[src/rtl/gpio_pkg.sv]
// gpio_pkg: register offsets and bus widths shared by the GPIO controller.
// Assumes byte addressing with 32-bit registers on word boundaries.
package gpio_pkg;
    localparam int ADDR_W = 6;
    localparam int DATA_W = 32;

    localparam logic [ADDR_W-1:0] OFS_BYPASS = 6'h00;
    localparam logic [ADDR_W-1:0] OFS_DIR    = 6'h04;
    localparam logic [ADDR_W-1:0] OFS_OE     = 6'h08;
    localparam logic [ADDR_W-1:0] OFS_OUT    = 6'h0C;
    localparam logic [ADDR_W-1:0] OFS_IN     = 6'h10;
    localparam logic [ADDR_W-1:0] OFS_MASK   = 6'h14;
    localparam logic [ADDR_W-1:0] OFS_UNMASK = 6'h18;
    localparam logic [ADDR_W-1:0] OFS_SETMSK = 6'h1C;
    localparam logic [ADDR_W-1:0] OFS_PEND   = 6'h20;
    localparam logic [ADDR_W-1:0] OFS_TYPE   = 6'h24;
    localparam logic [ADDR_W-1:0] OFS_POL    = 6'h28;
    localparam logic [ADDR_W-1:0] OFS_BOTH   = 6'h2C;
endpackage

[src/rtl/gpio_sync.sv]
// gpio_sync: two-flop synchroniser, one per pin.
// Assumes every bit of din is independent; no bus coherency is provided.
module gpio_sync #(
    parameter int W = 32
) (
    input  logic         clk,
    input  logic         rst_n,
    input  logic [W-1:0] din,
    output logic [W-1:0] dout
);
    logic [W-1:0] meta_q;

    // capture the raw level, then re-register it
    always_ff @(posedge clk) begin
        if (!rst_n) begin
            meta_q <= '0;
            dout   <= '0;
        end else begin
            meta_q <= din;
            dout   <= meta_q;
        end
    end


    sync_delay_chk: assert property (@(posedge clk) disable iff (!rst_n)
        ($past(rst_n) && $past(rst_n, 2)) |-> (dout == $past(din, 2)));
endmodule

[src/rtl/gpio_irq.sv]
// gpio_irq: per-pin event detection and the clear-on-read pending register.
// Assumes din is already synchronised. clr is a one-cycle read strobe.
module gpio_irq #(
    parameter int W = 32
) (
    input  logic         clk,
    input  logic         rst_n,
    input  logic [W-1:0] din,
    input  logic [W-1:0] lvl_sel,
    input  logic [W-1:0] pol,
    input  logic [W-1:0] both,
    input  logic         clr,
    output logic [W-1:0] pend
);
    logic [W-1:0] prev_q;
    logic [W-1:0] evt;

    // previous synchronised level for edge detection
    always_ff @(posedge clk) begin
        if (!rst_n) prev_q <= '0;
        else        prev_q <= din;
    end

    // per-pin event selection from the type, polarity and both-edge bits
    for (genvar i = 0; i < W; i++) begin : g_det
        always_comb begin
            if (lvl_sel[i])   evt[i] = ~(din[i] ^ pol[i]);
            else if (both[i]) evt[i] = din[i] ^ prev_q[i];
            else if (pol[i])  evt[i] = din[i] & ~prev_q[i];
            else              evt[i] = ~din[i] & prev_q[i];
        end
    end

    // pending bits: accumulate events; a read clears them, same-cycle events survive
    always_ff @(posedge clk) begin
        if (!rst_n) pend <= '0;
        else        pend <= (clr ? '0 : pend) | evt;
    end


    pend_clear_chk: assert property (@(posedge clk) disable iff (!rst_n)
        clr |=> ((pend & ~$past(evt)) == '0));

    pend_hold_chk: assert property (@(posedge clk) disable iff (!rst_n)
        !clr |=> (($past(pend) & ~pend) == '0));
endmodule

[src/rtl/gpio_padmux.sv]
// gpio_padmux: per-pin choice between the register path and the alternate path.
// Assumes a direction bit of 1 means input, in which case the pad is not driven.
module gpio_padmux #(
    parameter int W = 32
) (
    input  logic [W-1:0] byp,
    input  logic [W-1:0] dir_in,
    input  logic [W-1:0] oe,
    input  logic [W-1:0] outv,
    input  logic [W-1:0] alt_out,
    input  logic [W-1:0] alt_oe,
    output logic [W-1:0] pad_out,
    output logic [W-1:0] pad_oe
);
    for (genvar i = 0; i < W; i++) begin : g_pin
        // select output level and driver enable for one pin
        always_comb begin
            if (byp[i]) begin
                pad_out[i] = alt_out[i];
                pad_oe[i]  = alt_oe[i];
            end else begin
                pad_out[i] = outv[i];
                pad_oe[i]  = oe[i] & ~dir_in[i];
            end
        end
    end
endmodule

[src/rtl/gpio_ctrl.sv]
// gpio_ctrl: GPIO controller top. It holds the register file and instantiates the
// synchroniser, interrupt detector and pad mux.
// Assumes one bus access per cycle with single-cycle completion, and NPIN <= 32.
module gpio_ctrl
    import gpio_pkg::*;
#(
    parameter int NPIN = 32
) (
    input  logic              clk,
    input  logic              rst_n,
    input  logic              bus_en,
    input  logic              bus_we,
    input  logic [ADDR_W-1:0] bus_addr,
    input  logic [DATA_W-1:0] bus_wdata,
    output logic [DATA_W-1:0] bus_rdata,
    input  logic [NPIN-1:0]   pad_in,
    output logic [NPIN-1:0]   pad_out,
    output logic [NPIN-1:0]   pad_oe,
    input  logic [NPIN-1:0]   alt_out,
    input  logic [NPIN-1:0]   alt_oe,
    output logic              irq
);
    localparam logic [NPIN-1:0] ALL1 = {NPIN{1'b1}};

    logic [NPIN-1:0] byp_q, dir_q, oe_q, out_q, mask_q, type_q, pol_q, both_q;
    logic [NPIN-1:0] in_s, pend;
    logic [NPIN-1:0] wd;
    logic            wr, rd, pend_clr;

    assign wr       = bus_en & bus_we;
    assign rd       = bus_en & ~bus_we;
    assign wd       = bus_wdata[NPIN-1:0];
    assign pend_clr = rd && (bus_addr == OFS_PEND);

    if (NPIN < DATA_W) begin : g_unused
        logic unused_hi;
        assign unused_hi = ^bus_wdata[DATA_W-1:NPIN];
    end

    // plain read/write configuration registers
    always_ff @(posedge clk) begin
        if (!rst_n) begin
            byp_q  <= '0;
            dir_q  <= ALL1;
            oe_q   <= '0;
            out_q  <= '0;
            type_q <= '0;
            pol_q  <= '0;
            both_q <= '0;
        end else if (wr) begin
            case (bus_addr)
                OFS_BYPASS: byp_q  <= wd;
                OFS_DIR:    dir_q  <= wd;
                OFS_OE:     oe_q   <= wd;
                OFS_OUT:    out_q  <= wd;
                OFS_TYPE:   type_q <= wd;
                OFS_POL:    pol_q  <= wd;
                OFS_BOTH:   both_q <= wd;
                default: ;
            endcase
        end
    end

    // mask register, changed only through the unmask and mask strobes
    always_ff @(posedge clk) begin
        if (!rst_n)                            mask_q <= ALL1;
        else if (wr && bus_addr == OFS_UNMASK) mask_q <= mask_q & ~wd;
        else if (wr && bus_addr == OFS_SETMSK) mask_q <= mask_q | wd;
    end

    // read mux; values are zero-extended, and unlisted offsets read zero
    always_comb begin
        bus_rdata = '0;
        if (rd) begin
            case (bus_addr)
                OFS_BYPASS: bus_rdata = DATA_W'(byp_q);
                OFS_DIR:    bus_rdata = DATA_W'(dir_q);
                OFS_OE:     bus_rdata = DATA_W'(oe_q);
                OFS_OUT:    bus_rdata = DATA_W'(out_q);
                OFS_IN:     bus_rdata = DATA_W'(in_s);
                OFS_MASK:   bus_rdata = DATA_W'(mask_q);
                OFS_PEND:   bus_rdata = DATA_W'(pend);
                OFS_TYPE:   bus_rdata = DATA_W'(type_q);
                OFS_POL:    bus_rdata = DATA_W'(pol_q);
                OFS_BOTH:   bus_rdata = DATA_W'(both_q);
                default:    bus_rdata = '0;
            endcase
        end
    end

    gpio_sync #(.W(NPIN)) u_sync (
        .clk  (clk),
        .rst_n(rst_n),
        .din  (pad_in),
        .dout (in_s)
    );

    gpio_irq #(.W(NPIN)) u_irq (
        .clk    (clk),
        .rst_n  (rst_n),
        .din    (in_s),
        .lvl_sel(type_q),
        .pol    (pol_q),
        .both   (both_q),
        .clr    (pend_clr),
        .pend   (pend)
    );

    gpio_padmux #(.W(NPIN)) u_mux (
        .byp    (byp_q),
        .dir_in (dir_q),
        .oe     (oe_q),
        .outv   (out_q),
        .alt_out(alt_out),
        .alt_oe (alt_oe),
        .pad_out(pad_out),
        .pad_oe (pad_oe)
    );

    assign irq = |(pend & ~mask_q);


    unmask_clears_chk: assert property (@(posedge clk) disable iff (!rst_n)
        (wr && bus_addr == OFS_UNMASK) |=> ((mask_q & $past(wd)) == '0));

    setmask_sets_chk: assert property (@(posedge clk) disable iff (!rst_n)
        (wr && bus_addr == OFS_SETMSK) |=> ((mask_q & $past(wd)) == $past(wd)));

    mask_ro_chk: assert property (@(posedge clk) disable iff (!rst_n)
        (wr && bus_addr == OFS_MASK) |=> (mask_q == $past(mask_q)));

    input_undriven_chk: assert property (@(posedge clk) disable iff (!rst_n)
        ((pad_oe & dir_q & ~byp_q) == '0));

    irq_rise_chk: assert property (@(posedge clk) disable iff (!rst_n)
        $rose(irq) |-> (($past(pend) != pend) || ($past(mask_q) != mask_q)));
endmodule

[config.mk]
export PLATFORM = sky130hd
export DESIGN_NAME = gpio_ctrl
export DESIGN_NICKNAME = d
export VERILOG_FILES = /design/src/rtl/gpio_pkg.sv /design/src/rtl/gpio_sync.sv /design/src/rtl/gpio_irq.sv /design/src/rtl/gpio_padmux.sv /design/src/rtl/gpio_ctrl.sv
export SDC_FILE = /design/constraint.sdc
export NUM_CORES = 1
export LEC_CHECK = 0
export ABC_AREA = 1
export BUFFER_PORTS_ARGS = -buffer_cell sky130_fd_sc_hd__buf_2
export CAP_MARGIN = 30
export CORE_MARGIN = 4
export CORE_UTILIZATION = 50
export DETAILED_ROUTE_END_ITERATION = 10
export GPL_TIMING_DRIVEN = 0
export PLACE_DENSITY = 0.7
export RECOVER_POWER = 50
export SYNTH_ARGS = -nofsm -noshare
export SYNTH_HDL_FRONTEND = slang
export SYNTH_SLANG_ARGS = --single-unit
[constraint.sdc]
create_clock -name clk -period 3.8 [get_ports clk]
set_input_delay 0.76 -clock clk [delete_from_list [all_inputs] [get_ports clk]]
set_output_delay 0.76 -clock clk [all_outputs]
set_load 0.005 [all_outputs]
**Yosys cells after proc, flatten, opt, wreduce, memory -nomap -nowiden**

Index checks and enable logic that the tools add are counted.

- Flip-flop bits (word level): 384
- Memories kept: 0
- Output and inout port bits: 97
- ROM bits: 0
- Latch bits: 0
- Bits in writable memories: 0

- Eq/ne operators: 11
- Magnitude comparators: 0
- Shifts and indexed selects: 0
- Mux-type cells: 165
- $add $sub $neg: 0
- Bitwise operators: 297
- $mul: 0
- Reductions and logical operators: 13
- Div/mod/pow operators: 0

Operators by type and width:

| cell | count |
|---|---|
| 32-bit case mux with 10 select lines | 1 |
| 1-bit two-way mux | 160 |
| 1-bit NOT | 129 |
| 32-bit two-way mux | 4 |
| 1-bit bitwise AND | 98 |
| 32-bit bitwise AND | 2 |
| 32-bit NOT | 2 |
| 32-bit OR | 2 |
| 1-bit XOR | 64 |
| 32-bit OR reduction | 1 |
| 6-bit by 5-bit equality test with 1-bit output, second input constant | 4 |
| 6-bit equality test, second input constant | 4 |
| 2-bit AND reduction | 7 |
| 6-bit by 4-bit equality test with 1-bit output, second input constant | 2 |
| 6-bit by 3-bit equality test with 1-bit output, second input constant | 1 |
| 6-bit zero test | 1 |
| 1-bit logical AND | 3 |
| 2-bit nonzero test | 1 |

**Longest topological paths before layout**

Gate-level depths: netlist of run 1.

- Word-level depth: 6
- Depth in mapped cells: 11
- Depth with buffers taken out: 10

**Modules after synthesis**

From an unflattened synthesis of run 1, not the netlist that was laid out.

- Cells, all modules: 2926
- Area, all modules: 19821.5 um2

Modules (own cells, without submodules):

| module | seq. area each (um2) | area an instance (um2) | instances | cells an instance |
|---|---|---|---|---|
| gpio_ctrl | 5124.9 | 11915.2 | 1 | 1691 |
| gpio_irq | 1281.2 | 4824.6 | 1 | 780 |
| gpio_sync | 1281.2 | 1840.5 | 1 | 199 |
| gpio_padmux | 0.0 | 1241.2 | 1 | 256 |

**Worst setup path after synthesis of run 1**

No wires, ideal clock.

- Path kind: input to output
- Start: input bus_addr[2]
- End: output bus_rdata[10]
- Setup slack: 1.143 ns
- Stages on the path: 11
- Data required time: 3.040 ns
- Arrival time: 1.897 ns
- Path through: buf_4 -> inv_2 -> nand2_2 -> nor2_4 -> nand2_2 -> buf_2 -> nor2_1 -> nor2_1 -> nand3_1 -> nand2_1 -> inv_1

- Cells in the longest elaborated chain, start to end: 3

RTL lines:

| item | line | text |
|---|---|---|
| start: declaration | gpio_ctrl.sv:13 | `input logic [ADDR_W-1:0] bus_addr,` |
| 6-bit equality test (tied with other cells) | gpio_ctrl.sv:75 | `case (bus_addr)` |
| 32-bit case mux with 10 select lines * | gpio_ctrl.sv:75 |  |
| 32-bit two-way mux * | gpio_ctrl.sv:74 | `if (rd) begin` |
| end: declaration | gpio_ctrl.sv:15 | `output logic [DATA_W-1:0] bus_rdata,` |

Every way passes the cells marked *; elsewhere a longest branch is shown, timed or not.

**Final worst setup path of run 1**

- Start: input bus_addr[1]
- End: output bus_rdata[18]

The elaborated chain is that of the path after synthesis.

==> impl_results.md, run 1 <==
- Top cells by area, synth: sky130_fd_sc_hd__dfxtp_1 41%, sky130_fd_sc_hd__nand2_1 12%, sky130_fd_sc_hd__inv_1 7.9%
- Total track usage: 0.396
- Hold buffers post-CTS: 0
- Depth of the worst register-to-register path: 5
- Warning count from the yosys run: 0
- Start point of the worst hold path: pad_in[5]
- Total power per unit cell area: 417 nW/um^2
- Endpoint required time on the critical path: 3.04 ns
- Sort of element at the end of the critical path: output port
- CTS buffer count: 43
- Source-to-sink clock delay at the later pin of the worst-skew pair: 0.58 ns
- Highest Clock Rate: 267 MHz
- Final Cycle Share: 0.987
- Share of synthesized flip-flops with an asynchronous set or reset: 0
- Detailed Routing Iterations Pass 1: 6
- Top-level I/O count: 235
- Worst IR Drop VDD: 366 uV
- CP dominant cell by count: sky130_fd_sc_hd__buf_2
- Maximum number of buffers from clock root to sink: 3
- Final setup violation count: 0
- Reg-to-Reg End: u_irq.pend[1]$_SDFF_PN0_
- Die X-Extent: 202 um
- Main synth FF type: sky130_fd_sc_hd__dfxtp_1
- Area of the multi-input gates: 9000 um^2
- Leading cell type in the layout, fill and taps excluded: sky130_fd_sc_hd__nand2_1
- Level count of the clock H-tree: 2
- Placer Congestion: 1.02
- Std-Cell Rows: 70
- Placeable core region: 37000 um^2
- Initial standard-cell utilization of the core: 0.512
- Filler Cells Inserted: 3636
- Flip-flop and latch count after synthesis: 384
- # Max-Cap Violations: 0
- Max Fanout on Critical Path: 10
- Number of global-route vias before repair: 19400
- Fraction of layout instances using a drive strength above 1: 0.109
- Detailed-route vias per instance: 5.84
- Gr ovfl total: 0
- Drt drc: 0
- Biggest cell delay along the critical path: 0.76 ns
- Routing usage on met1: 0.513
- Number of antenna violations at the first check in global routing: 2
- CTS clk-pin slew, worst paths: 0.06 ns
- Synthesized netlist cell count: 2778
- Buffer count from post-CTS setup fixing: 0
- Post-synth net total: 2980
- Sequential cell area fraction in the yosys report: 0.406
- Delay-heaviest family, CP: buffers and inverters
- Largest net degree at the start of global routing: 13
- Cell at the slowest stage of the critical path: sky130_fd_sc_hd__clkbuf_1
- Met2 usage: 0.602
- Pleak: 10.0 nW
- Layout-stage area growth over the synthesis result: 17.3%
- Via count: 21000
- Normalized max-slew margin: 0.280
- Highest-count cells in the layout ignoring fill and taps: 581 x sky130_fd_sc_hd__nand2_1, 397 x sky130_fd_sc_hd__inv_1, 384 x sky130_fd_sc_hd__dfxtp_1
- Detailed Place HPWL: 58300 um
- Clock tree from TritonCTS: built
- Number of nets at the end of the flow: 3261
- Hold Vio Cnt, Final: 0
- Wire length per cell after detailed routing: 23.5 um
- PnR Total Power: 0.00926 W
- Full die area: 41000 um^2
- Largest area contributor in the netlist: sky130_fd_sc_hd__dfxtp_1
- Buffers and inverters on the worst path: 5
- Most heavily used metal layer in global routing: met2
- Final wirelength: 84600 um
- Worst hold path cell count: 3
- Root buffer cell: sky130_fd_sc_hd__clkbuf_16
- Yosys cell types: 32
- Worst min path class: input pin to register
- Launch instance of the worst register-to-register path: u_sync.dout[1]$_SDFF_PN0_
- Classification of the worst setup path: input pin to output port
- Status: completed
- Tmin final: 3.75 ns
- Sinks on Clock Net: 384
- Average size of a mapped cell: 6.81 um^2
- Critical-path cell list: buf_2 -> nor2_1 -> buf_2 -> clkbuf_1 -> nand4_1 -> nand2_1 -> nor2_1 -> nand3_1 -> nand2_1 -> inv_1 -> buf_2
- FF+latch area: 7690 um^2
- Transition at the pin with the smallest max-transition slack: 1.08 ns
- Skew final: 0.0145 ns
- Fraction of synthesized cell area taken by the top area cell type: 0.406
- Setup repair after global routing missed its margin: false
- Cell area after synthesis: 18900 um^2
- Die Y-Extent: 202 um
- Number of enable flip-flop cells after synthesis: 0
- Global-route wire length before repair: 122000 um
- Max Transition Viols Final: 0
- Data arrival time of the critical path: 2.99 ns
- Antenna Nets Post-Route: 0
- Worst Hold Endpoint: u_sync.meta_q[5]$_SDFF_PN0_
- Sum of negative setup slack: 0 ns
- Count of buffers from port buffering: 232
- Worst Setup Start Kind: input pin
- DR iter-0 viols: 2822
- Met3 Usage GRT: 0.122
- Internal reg-to-reg setup slack: 2.37 ns
state kept, by name, indices dropped and copies added, names as in the netlist, named ones only:
signal,cells
u_sync.meta_q,32
dir_q,32
oe_q,32
out_q,32
both_q,32
type_q,32
u_irq.pend,32
pol_q,32
u_sync.dout,32
byp_q,32
u_irq.prev_q,32
metrics by stage:
| step | instances | instance area, um^2 | utilization | hold slack, ns | worst slack (ns) |
|---|---|---|---|---|---|
| finish | 3598 | 22200 | 0.600 | 0.362 | 0.0496 |
| CTS | 3593 | 22200 | 0.601 | 0.351 | 0.0814 |
| detailed placement | 3514 | 20700 | 0.560 | 0.399 | 0.0822 |
| global route | 3597 | 22200 | 0.600 | 0.358 | 0.0166 |
| floorplan | 2778 | 18900 | - | 0.390 | 1.14 |
| global placement | 3514 | 20700 | 0.560 | 0.392 | 0.0812 |
cell usage after synthesis, types with 10 or more instances:
master                       n
sky130_fd_sc_hd__buf_2      46
sky130_fd_sc_hd__o21ai_0   281
sky130_fd_sc_hd__nand2_1   580
sky130_fd_sc_hd__inv_1     396
sky130_fd_sc_hd__nand3_1   185
sky130_fd_sc_hd__nor2_1    241
sky130_fd_sc_hd__ha_1       64
sky130_fd_sc_hd__dfxtp_1   384
sky130_fd_sc_hd__a21oi_1   264
sky130_fd_sc_hd__o211ai_1   10
sky130_fd_sc_hd__nand4_1    81
sky130_fd_sc_hd__o22ai_1    26
sky130_fd_sc_hd__o31ai_1    32
sky130_fd_sc_hd__xnor2_1    18
sky130_fd_sc_hd__o21ai_1    24
sky130_fd_sc_hd__clkbuf_1   90
routing by layer:
metal,up-vias,part of all wire
met3,316,0.14
met2,1478,0.42
li1,9543,-
met1,9661,0.39
met4,4,0.057
met5,-,0.0010
area by class of cell:
class / instances / share of cell area
multi-input cells: 1835 / 0.406
flip-flops and latches: 384 / 0.347
inverters: 404 / 0.0684
clock buffers: 69 / 0.0616
repair buffers: 236 / 0.0533
plain buffers: 155 / 0.0300
well taps: 504 / 0.0284
clock inverters: 10 / 0.00564
diodes: 1 / 0.000113
timing repair:
item,in CTS,in global routing
resized for setup,0,16
hold endpoints to repair,0,0
endpoints found under the setup margin,0,9
how the worst max path moves through the flow:
stage / startpoint / endpoint / depth (start not counted)
after detailed placement: bus_addr[1] / bus_rdata[14] / 11
final: bus_addr[1] / bus_rdata[18] / 11
after global routing: bus_addr[2] / bus_rdata[13] / 11
after global placement: bus_addr[1] / bus_rdata[14] / 11
after CTS: bus_addr[1] / bus_rdata[14] / 11
after floorplan: bus_addr[2] / bus_rdata[10] / 11
where the power goes:
part | leakage, nW | internal, W | switching, W
combinational | 6.14 | 0.000175 | 0.000510
clock | 0.743 | 0.00266 | 0.00176
sequential | 3.12 | 0.00409 | 0.0000556
tightest hold or removal path, cell delays in order:
cell,delay (ns)
sky130_fd_sc_hd__buf_2,0.07
sky130_fd_sc_hd__nand2_1,0.04
sky130_fd_sc_hd__inv_1,0.04
logic make-up (layout without fill, tap and decap cells):
kind of cell | count (synthesis) | count (layout) | share of synthesized area
simple gates | 1105 | 1105 | 0.247
compound gates | 648 | 648 | 0.180
buf+inv | 559 | 874 | 0.116
flops | 384 | 384 | 0.406
fa+ha+maj | 64 | 64 | 0.0423
xor+xnor | 18 | 18 | 0.00833
other cells | 0 | 1 | 0
Power figures use the tool's default switching activity.
==> inputs of run 2 (changes only) <==
--- a/config.mk
+++ b/config.mk
@@ -8,12 +8,15 @@
 export ABC_AREA = 1
 export BUFFER_PORTS_ARGS = -buffer_cell sky130_fd_sc_hd__buf_2
 export CAP_MARGIN = 30
+export CELL_PAD_IN_SITES_DETAIL_PLACEMENT = 0
+export CELL_PAD_IN_SITES_GLOBAL_PLACEMENT = 2
 export CORE_MARGIN = 4
-export CORE_UTILIZATION = 50
+export CORE_UTILIZATION = 35
 export DETAILED_ROUTE_END_ITERATION = 10
 export GPL_TIMING_DRIVEN = 0
-export PLACE_DENSITY = 0.7
+export PLACE_DENSITY_LB_ADDON = 0.1
 export RECOVER_POWER = 50
+export SKIP_LAST_GASP = 1
 export SYNTH_ARGS = -nofsm -noshare
 export SYNTH_HDL_FRONTEND = slang
 export SYNTH_SLANG_ARGS = --single-unit
==> impl_results.md, run 2 (synthesized netlist as in run 1, its figures left out) <==
- PnR Total Power: 0.00964 W
- Full die area: 57800 um^2
- CTS buffer count: 47
- Status: complete, but fails checks
- Level count of the clock H-tree: 2
- Violated checks: negative setup slack
- Worst IR Drop VDD: 297 uV
- Endpoint required time on the critical path: 3.04 ns
- Non-filler instance count after layout: 3800
- Normalized max-slew margin: 0.204
- Transition at the pin with the smallest max-transition slack: 1.19 ns
- Drt drc: 0
- Top-level I/O count: 235
- Via count: 20500
- # Max-Cap Violations: 0
- Detailed Routing Iterations Pass 1: 8
- Filler Cells Inserted: 5692
- Setup repair after global routing missed its margin: true
- Final Cycle Share: 1.02
- Skew final: 0.0100 ns
- Root buffer cell: sky130_fd_sc_hd__clkbuf_16
- Worst setup slack after layout: -0.0633 ns
- Number of global-route vias before repair: 19200
- Detailed-route vias per instance: 5.39
- Initial standard-cell utilization of the core: 0.356
- Leading cell type in the layout, fill and taps excluded: sky130_fd_sc_hd__nand2_1
- FF+latch area: 7690 um^2
- Data arrival time of the critical path: 3.10 ns
- Detailed Place HPWL: 66400 um
- Delay-heaviest family, CP: buffers and inverters
- Count of buffers from port buffering: 232
- Source-to-sink clock delay at the later pin of the worst-skew pair: 0.60 ns
- Cell at the slowest stage of the critical path: sky130_fd_sc_hd__buf_1
- Number of nets at the end of the flow: 3277
- Tmin final: 3.86 ns
- Highest Clock Rate: 259 MHz
- Pleak: 10.1 nW
- Hold Vio Cnt, Final: 0
- Std-Cell Rows: 84
- Critical-path cell list: buf_2 -> nor2_1 -> buf_2 -> buf_1 -> nand4_1 -> nand2_1 -> nor2_1 -> nand3_1 -> nand2_1 -> inv_1 -> buf_2
- CP dominant cell by count: sky130_fd_sc_hd__buf_2
- Wire length per cell after detailed routing: 24.8 um
- CTS clk-pin slew, worst paths: 0.06 ns
- Area of the multi-input gates: 9020 um^2
- Worst min path class: input pin to register
- Sum of negative setup slack: -0.200 ns
- Die Y-Extent: 240 um
- Total power per unit cell area: 425 nW/um^2
- Layout-stage area growth over the synthesis result: 19.9%
- Cell area reported after detailed placement: 21100 um^2
- Placer Congestion: 0.947
- Antenna Nets Post-Route: 0
- Worst Setup Start Kind: input pin
- Number of antenna violations at the first check in global routing: 4
- Hold buffers post-CTS: 0
- Sort of element at the end of the critical path: output port
- Highest-count cells in the layout ignoring fill and taps: 581 x sky130_fd_sc_hd__nand2_1, 398 x sky130_fd_sc_hd__inv_1, 384 x sky130_fd_sc_hd__dfxtp_1
- Gr ovfl total: 0
- Die X-Extent: 240 um
- Total track usage: 0.316
- Sinks on Clock Net: 384
- Buffer count from post-CTS setup fixing: 0
- Summed area of non-filler cells in the final layout: 22700 um^2
- Placeable core region: 53100 um^2
- Max Transition Viols Final: 0
- Fraction of layout instances using a drive strength above 1: 0.108
- Global-route wire length before repair: 132000 um
- Cell Count Post-Placement: 3711
- Buffers and inverters on the worst path: 5
- Classification of the worst setup path: input pin to output port
- Maximum number of buffers from clock root to sink: 3
- Max Fanout on Critical Path: 10
- DR iter-0 viols: 2062
- Biggest cell delay along the critical path: 0.85 ns
- Final wirelength: 94200 um
- Largest net degree at the start of global routing: 14
- Final setup violation count: 6
- Clock tree from TritonCTS: built
## run 2: cell count changes in the layout (fill, tap and decap cells not counted), moves of 3 or more
cell	previous run	this run
sky130_fd_sc_hd__buf_8	3	12
sky130_fd_sc_hd__diode_2	1	4
sky130_fd_sc_hd__buf_2	239	228
sky130_fd_sc_hd__clkbuf_8	15	11
sky130_fd_sc_hd__clkbuf_2	7	2
sky130_fd_sc_hd__clkbuf_16	45	49
sky130_fd_sc_hd__clkbuf_1	136	154
## run 2: worst paths after layout
kind | cells after the start | slack, ns | start | end
worst max register to register | 5 | 2.30 | u_sync.dout[1]$_SDFF_PN0_ | u_irq.pend[1]$_SDFF_PN0_
worst max-delay path | 11 | -0.06 | bus_addr[1] | bus_rdata[9]
worst min register to register | 2 | 0.41 | u_sync.meta_q[15]$_SDFF_PN0_ | u_sync.dout[15]$_SDFF_PN0_
worst min-delay path | 3 | 0.34 | pad_in[26] | u_sync.meta_q[26]$_SDFF_PN0_
## run 2: power breakdown
group	switching, W	internal [W]
Combinational	0.000539	0.000188
Clock	0.00186	0.00289
Sequential	0.0000557	0.00409
## run 2: area by class of cell
class,count,share of cell area
well taps,688,0.0380
clock buffers,70,0.0624
inverters,404,0.0669
plain buffers,155,0.0294
diodes,4,0.000441
multi-input cells,1835,0.398
repair buffers,248,0.0579
flip-flops and latches,384,0.339
clock inverters,12,0.00839
## run 2: layer usage
metal | GRT usage | vias up | part of all wire
li1 | - | 9591 | -
met1 | 0.431 | 9675 | 0.43
met2 | 0.494 | 990 | 0.44
met3 | 0.0688 | 211 | 0.094
met4 | 0.111 | 0 | 0.041
met5 | 0 | - | 0
## run 2: per-stage QoR
step	setup WS (ns)	utilization	hold slack, ns
floorplan	1.14	-	0.390
global placement	-0.189	0.394	0.394
detailed placement	-0.152	0.398	0.400
CTS	0.0105	0.428	0.321
global route	-0.0770	0.427	0.337
finish	-0.0633	0.427	0.343
## run 2: timing repair
action	4_1_cts	5_1_grt
cloned	0	0
gates resized for setup	2	5
pin swaps	0	0
setup endpoints to repair	6	11
## run 2: worst min-delay path: stages
cell                      delay, ns
sky130_fd_sc_hd__buf_2         0.08
sky130_fd_sc_hd__nand2_1       0.04
sky130_fd_sc_hd__inv_1         0.04
